**config.mk**
```make
export PLATFORM = sky130hd
export DESIGN_NAME = console_mmio
export DESIGN_NICKNAME = d
export VERILOG_FILES = /design/src/rtl/console_mmio_pkg.sv /design/src/rtl/cmio_decode.sv /design/src/rtl/cmio_key_ring.sv /design/src/rtl/cmio_disp_chan.sv /design/src/rtl/console_mmio.sv
export SDC_FILE = /design/constraint.sdc
export NUM_CORES = 1
export LEC_CHECK = 0
export ABC_AREA = 0
export CAP_MARGIN = 20
export CORE_MARGIN = 2
export CORE_UTILIZATION = 43
export CTS_BUF_LIST = sky130_fd_sc_hd__clkbuf_8
export DETAILED_ROUTE_END_ITERATION = 7
export GPL_ROUTABILITY_DRIVEN = 0
export PLACE_DENSITY = 0.77
export SLEW_MARGIN = 20
export SYNTH_ARGS = -nofsm -noshare
export SYNTH_HDL_FRONTEND = slang
export SYNTH_SLANG_ARGS = --single-unit
```
**constraint.sdc**
```tcl
create_clock -name clk -period 5.4 [get_ports clk]
set_input_delay 0.81 -clock clk [delete_from_list [all_inputs] [get_ports clk]]
set_output_delay 0.81 -clock clk [all_outputs]
set_load 0.01 [all_outputs]
```
**src/rtl/console_mmio_pkg.sv**
```systemverilog
package console_mmio_pkg;

  localparam logic [15:0] WINDOW_TAG = 16'hFFFF;

  typedef enum logic [1:0] {
    REG_IN_CTRL  = 2'd0,
    REG_IN_DATA  = 2'd1,
    REG_OUT_CTRL = 2'd2,
    REG_OUT_DATA = 2'd3
  } reg_sel_e;

  typedef struct packed {
    logic     in_win;
    logic     mapped;
    reg_sel_e which;
  } decode_t;

endpackage

```
**src/rtl/cmio_decode.sv**
```systemverilog
module cmio_decode
  import console_mmio_pkg::*;
(
  input  logic [31:0] addr,
  output decode_t     dec
);
  always_comb begin
    dec.in_win = (addr[31:16] == WINDOW_TAG);
    dec.mapped = (addr[15:4] == 12'h000) && (addr[1:0] == 2'b00);
    dec.which  = reg_sel_e'(addr[3:2]);
  end
endmodule

```
**src/rtl/cmio_key_ring.sv**
```systemverilog
module cmio_key_ring #(
  parameter int DEPTH = 16,
  parameter int CNT_W = 16,
  parameter int DW    = 8
) (
  input  logic          clk,
  input  logic          rst_n,
  input  logic          key_valid,
  input  logic [DW-1:0] key_data,
  output logic          key_ready,
  input  logic          pop_req,
  input  logic          ovr_clr,
  output logic [DW-1:0] head_byte,
  output logic          avail,
  output logic          overrun
);
  localparam int IDX_W = $clog2(DEPTH);

  logic [DW-1:0]    slots [DEPTH];
  logic [CNT_W-1:0] front, back, occ, front_nx, back_nx;
  logic             push, pop;

  assign occ       = front - back;
  assign key_ready = (occ < CNT_W'(DEPTH));
  assign avail     = (front != back);
  assign push      = key_valid && key_ready;
  assign pop       = pop_req && avail;
  assign head_byte = avail ? slots[back[IDX_W-1:0]] : '0;

  always_comb begin
    front_nx = front + CNT_W'(push);
    back_nx  = back + CNT_W'(pop);
    if (front_nx == back_nx) begin
      front_nx = '0;
      back_nx  = '0;
    end
  end

  always_ff @(posedge clk) begin
    if (push) slots[front[IDX_W-1:0]] <= key_data;
  end

  always_ff @(posedge clk) begin
    if (!rst_n) begin
      front   <= '0;
      back    <= '0;
      overrun <= 1'b0;
    end else begin
      front <= front_nx;
      back  <= back_nx;
      if (key_valid && !key_ready) overrun <= 1'b1;
      else if (ovr_clr)            overrun <= 1'b0;
    end
  end


  occ_bound_chk: assert property (@(posedge clk) disable iff (!rst_n)
    occ <= CNT_W'(DEPTH));


  eq_zero_chk: assert property (@(posedge clk) disable iff (!rst_n)
    (front == back) |-> (front == '0));


  both_move_chk: assert property (@(posedge clk) disable iff (!rst_n)
    (push && pop) |=> (occ == $past(occ)));


  drop_flag_chk: assert property (@(posedge clk) disable iff (!rst_n)
    (key_valid && !key_ready) |=> overrun);
endmodule

```
**src/rtl/cmio_disp_chan.sv**
```systemverilog
module cmio_disp_chan #(
  parameter int DELAY = 16,
  parameter int DW    = 8
) (
  input  logic          clk,
  input  logic          rst_n,
  input  logic          wr_req,
  input  logic [DW-1:0] wr_byte,
  output logic          out_ready,
  output logic          disp_valid,
  output logic [DW-1:0] disp_data
);
  localparam int CW = $clog2(DELAY + 1);

  logic [CW-1:0] cnt;
  logic          accept;

  assign accept = wr_req && out_ready;

  always_ff @(posedge clk) begin
    if (!rst_n) begin
      out_ready  <= 1'b1;
      disp_valid <= 1'b0;
      disp_data  <= '0;
      cnt        <= '0;
    end else begin
      disp_valid <= 1'b0;
      if (accept) begin
        disp_data  <= wr_byte;
        disp_valid <= 1'b1;
        out_ready  <= 1'b0;
        cnt        <= CW'(DELAY - 1);
      end else if (!out_ready) begin
        if (cnt == '0) out_ready <= 1'b1;
        else           cnt <= cnt - 1'b1;
      end
    end
  end


  pulse_chk: assert property (@(posedge clk) disable iff (!rst_n)
    accept |=> (disp_valid && !out_ready && disp_data == $past(wr_byte)));


  one_shot_chk: assert property (@(posedge clk) disable iff (!rst_n)
    disp_valid |=> !disp_valid);


  busy_hold_chk: assert property (@(posedge clk) disable iff (!rst_n)
    (wr_req && !out_ready) |=> (!disp_valid && $stable(disp_data)));
endmodule

```
**src/rtl/console_mmio.sv**
```systemverilog
module console_mmio
  import console_mmio_pkg::*;
#(
  parameter int DEPTH         = 16,
  parameter int CNT_W         = 16,
  parameter int DISPLAY_DELAY = 16
) (
  input  logic        clk,
  input  logic        rst_n,
  input  logic [31:0] bus_addr,
  input  logic        bus_rd,
  input  logic        bus_wr,
  input  logic [31:0] bus_wdata,
  output logic [31:0] bus_rdata,
  output logic        bus_sel,
  input  logic        key_valid,
  input  logic [7:0]  key_data,
  output logic        key_ready,
  output logic        disp_valid,
  output logic [7:0]  disp_data
);
  decode_t    dec;
  logic       hit_rd, hit_wr;
  logic       avail, overrun, out_ready;
  logic [7:0] head_byte;

  cmio_decode u_dec (.addr(bus_addr), .dec(dec));

  assign bus_sel = dec.in_win && (bus_rd || bus_wr);
  assign hit_rd  = bus_rd && dec.in_win && dec.mapped;
  assign hit_wr  = bus_wr && dec.in_win && dec.mapped;

  cmio_key_ring #(.DEPTH(DEPTH), .CNT_W(CNT_W), .DW(8)) u_ring (
    .clk(clk), .rst_n(rst_n),
    .key_valid(key_valid), .key_data(key_data), .key_ready(key_ready),
    .pop_req(hit_rd && dec.which == REG_IN_DATA),
    .ovr_clr(hit_rd && dec.which == REG_IN_CTRL),
    .head_byte(head_byte), .avail(avail), .overrun(overrun)
  );

  cmio_disp_chan #(.DELAY(DISPLAY_DELAY), .DW(8)) u_disp (
    .clk(clk), .rst_n(rst_n),
    .wr_req(hit_wr && dec.which == REG_OUT_DATA),
    .wr_byte(bus_wdata[7:0]),
    .out_ready(out_ready), .disp_valid(disp_valid), .disp_data(disp_data)
  );

  always_comb begin
    bus_rdata = '0;
    if (hit_rd) begin
      case (dec.which)
        REG_IN_CTRL:  bus_rdata = {30'd0, overrun, avail};
        REG_IN_DATA:  bus_rdata = {24'd0, head_byte};
        REG_OUT_CTRL: bus_rdata = {31'd0, out_ready};
        default:      bus_rdata = '0;
      endcase
    end
  end


  quiet_chk: assert property (@(posedge clk) disable iff (!rst_n)
    !bus_sel |-> (bus_rdata == '0));
endmodule

```
==> metrics.cfg <==
[yosys]
ys_seq_area_share_pct=57.85
async_flop_share_pct=0
synth_warnings=0
netlist_instances=619
synth_area_leader_cell=edfxtp_1
ys_seq_elements=176
ys.flop_type=edfxtp_1
avgSynthCellArea_um2=13.42
netlist_area_um2=8305
synth_cell_types=61
synth_edf_count=128
synthTopCellsByArea=edfxtp_1 46%, dfxtp_1 12%, mux4_2 11%
synth_top_area_share_pct=46.28

[power]
p_seq_share_pct=53.6
cellInternalPower_w=0.002057
clkPwrFrac_pct=29.8
p_sw_share_pct=27.61
vdd_drop_max_uv=226.7
power_density_nw_per_um2=291.0
power.leakage_nw=3.328
p_switching_w=0.0007845
combinationalPowerShare_pct=16.6

[worst_setup_path]
startpoint_type=flip-flop
ff2ff_setup_slack_ps=430
crit_path_end_kind=flip-flop
worstPathRequired_ps=5750
criticalPathCategory=flip-flop to flip-flop
worstPathArrival_ps=5320
crit_fanout=16
rr_worst_depth=21

[timing]
rsz0062_at_grt=false
final-max-slew-violation-count=0
maxSlewHeadroom_pct=35.34
fin_crit_ps=4966
tightest_slew_ps=966.4
finalSetupViolCount=0
tns_ps=0
final_hold_viol_count=0
min_period_over_period_pct=91.96
setup_slack_ps=434.1
fmax_mhz=201.4
clock_skew_ps=18.48

[clock_tree]
cts.sinks=176
cts_buffers=17
clk_pin_slew_ps=110
cts-root-buf=clkbuf_8
cts_max_path_buffers=2
cts_hold_buf=0
htree_levels=4
cts_tree=yes
clkLatencyLatePin_ps=480

[route]
vias_per_cell=5.420
drtAntennaViolNets=0
routed_wl_um=18010
drc_errors=0
vias=5366
first_pass_iters=5
drt_iter0_drc=407
avgRoutedWirePerCell_um=18.19

[grt]
grt_pass1_wl_um=27770
overflow=0
grt_max_degree=36
antenna_found_initial=0
first_global_vias=5196
grt_usage_pct=18.29

[final_layout]
num-nets-final=814
multi_input_area_um2=3248
fillers=1557
n_antenna_cell=0
drive_gt1_share_pct=16.30
regArea_um2=4806
areaGrowthSynthToFinish_pct=17.58

[die]
die_area_um2=20440
initial_utilization_pct=44.11
die_h_um=143.0
placeableCoreArea_um2=18830
pin_count=120
die_w_um=143.0
rows=50

[worst_hold_path]
hold_depth=1
hold_class=flip-flop to flip-flop

[placement]
portBuffers=71
dp_slack_ps=378.4
dp.final_hpwl_um=12810

[run]
maxCapViolations=0

[outcome]
status=finished clean

-- critical path, stage by stage (launching register included) --
cell	delay (ps)
dfxtp_1	350
inv_1	50
ha_1	300
nor2b_1	150
o2111a_1	260
or3_4	360
or4b_1	510
a32o_1	260
nor4_4	290
and3_2	230
ha_1	180
ha_1	220
nand4_1	110
buf_4	180
nor3_1	180
xnor2_1	190
xor2_1	120
nor4_2	290
nand4_1	180
nand2_1	120
buf_4	230
nor2_1	60
-- Yosys cell counts (all sizes together) (3+ instances only) --
cell    instances
clkbuf         14
mux4           40
nor4           18
nand4          20
inv            25
nand3          11
dfxtp          48
or3             3
nor2b          12
and3            8
o21ai           6
o31ai           3
nand2          21
o211ai          4
ha             20
a21oi          19
nor3           13
mux2i          11
xnor2          34
o311ai          3
a21o            3
xor2           15
nor2           68
edfxtp        128
buf            31
o31a            3
-- logic make-up (layout without fill, tap and decap cells) --
| kind of cell | Yosys count | count (layout) | synth area share, % |
|---|---|---|---|
| buf+inv | 70 | 158 | 4.369 |
| simple gates | 191 | 191 | 12.05 |
| xor+xnor | 50 | 50 | 5.438 |
| fa+ha+maj | 20 | 20 | 3.013 |
| other cells | 1 | 24 | 0.04515 |
| compound gates | 58 | 58 | 4.791 |
| mux | 53 | 53 | 12.44 |
| flops | 176 | 176 | 57.85 |
-- worst paths after layout --
check                                    start              end
worst max register to register  u_ring.back[1]  u_ring.back[14]
worst min-delay path             u_disp.cnt[4]    u_disp.cnt[4]
worst max-delay path            u_ring.back[1]  u_ring.back[14]
worst min register to register   u_disp.cnt[4]    u_disp.cnt[4]
-- area by class of cell --
cell class | count | share of cell area [%]
sequential | 176 | 49.21
tap | 260 | 3.331
clock inverter | 15 | 1.256
clock buffer | 17 | 2.396
timing repair buffer | 101 | 9.584
inverter | 25 | 0.9609
multi-input combinational | 396 | 33.26
-- sequential cells by signal (all words and copies together), names as in the netlist --
register	count
u_disp.out_ready	1
u_ring.overrun	1
u_disp.disp_valid	1
u_ring.back	16
u_ring.slots	128
u_disp.disp_data	8
u_ring.front	16
u_disp.cnt	5
-- power by group through the flow --
stage	Sequential (W)	Combinational (W)	Clock [W]
2_1_floorplan	0.00155	0.000285	0
3_3_place_gp	0.00155	0.000461	0
3_5_place_dp	0.00156	0.000462	0
4_1_cts	0.00152	0.000465	0.000857
5_1_grt	0.00153	0.000512	0.000913
6_report	0.00152	0.000471	0.000847
-- per-stage QoR --
stage / cell area, um^2 / power [W] / instances / utilization (%) / hold WS (ps)
floorplan: 8392 / 0.001833 / 642 / - / 445.3
global placement: 9370 / 0.002012 / 956 / 49.76 / 451.9
detailed placement: 9370 / 0.002017 / 956 / 49.76 / 464.1
CTS: 9727 / 0.002845 / 988 / 51.65 / 477.8
global route: 9766 / 0.002954 / 990 / 51.86 / 494.5
finish: 9766 / 0.002842 / 990 / 51.86 / 474.2
-- placed cells by master, fill, tap and decap left out, types with 12 or more instances in the layout --
cell type / netlist / routed
dfxtp_1: 48 / 47
mux4_2: 40 / 40
clkdlybuf4s50_1: 0 / 71
clkbuf_8: 0 / 17
edfxtp_1: 128 / 128
nor3_1: 13 / 12
nor2_1: 68 / 68
conb_1: 1 / 24
a21oi_1: 18 / 18
ha_1: 20 / 20
inv_1: 24 / 25
xnor2_1: 34 / 34
nor4_1: 16 / 13
xor2_1: 15 / 15
nand2_1: 21 / 21
nand4_1: 20 / 20
buf_4: 26 / 30
-- per-layer routing --
metal / share of wire (%) / vias to the layer above / global-route usage, %
met1: 41 / 2650 / 23.83
li1: - / 2493 / -
met3: 6.4 / 26 / 4.259
met5: 0 / - / 0
met2: 50 / 197 / 30.22
met4: 1.9 / 0 / 6.253
-- repair_timing --
item | CTS | global route
gates resized for setup | 0 | 4
setup buffers | 0 | 2
setup endpoints to repair | 0 | 32
Note: power is estimated with default switching activity, not from simulation.
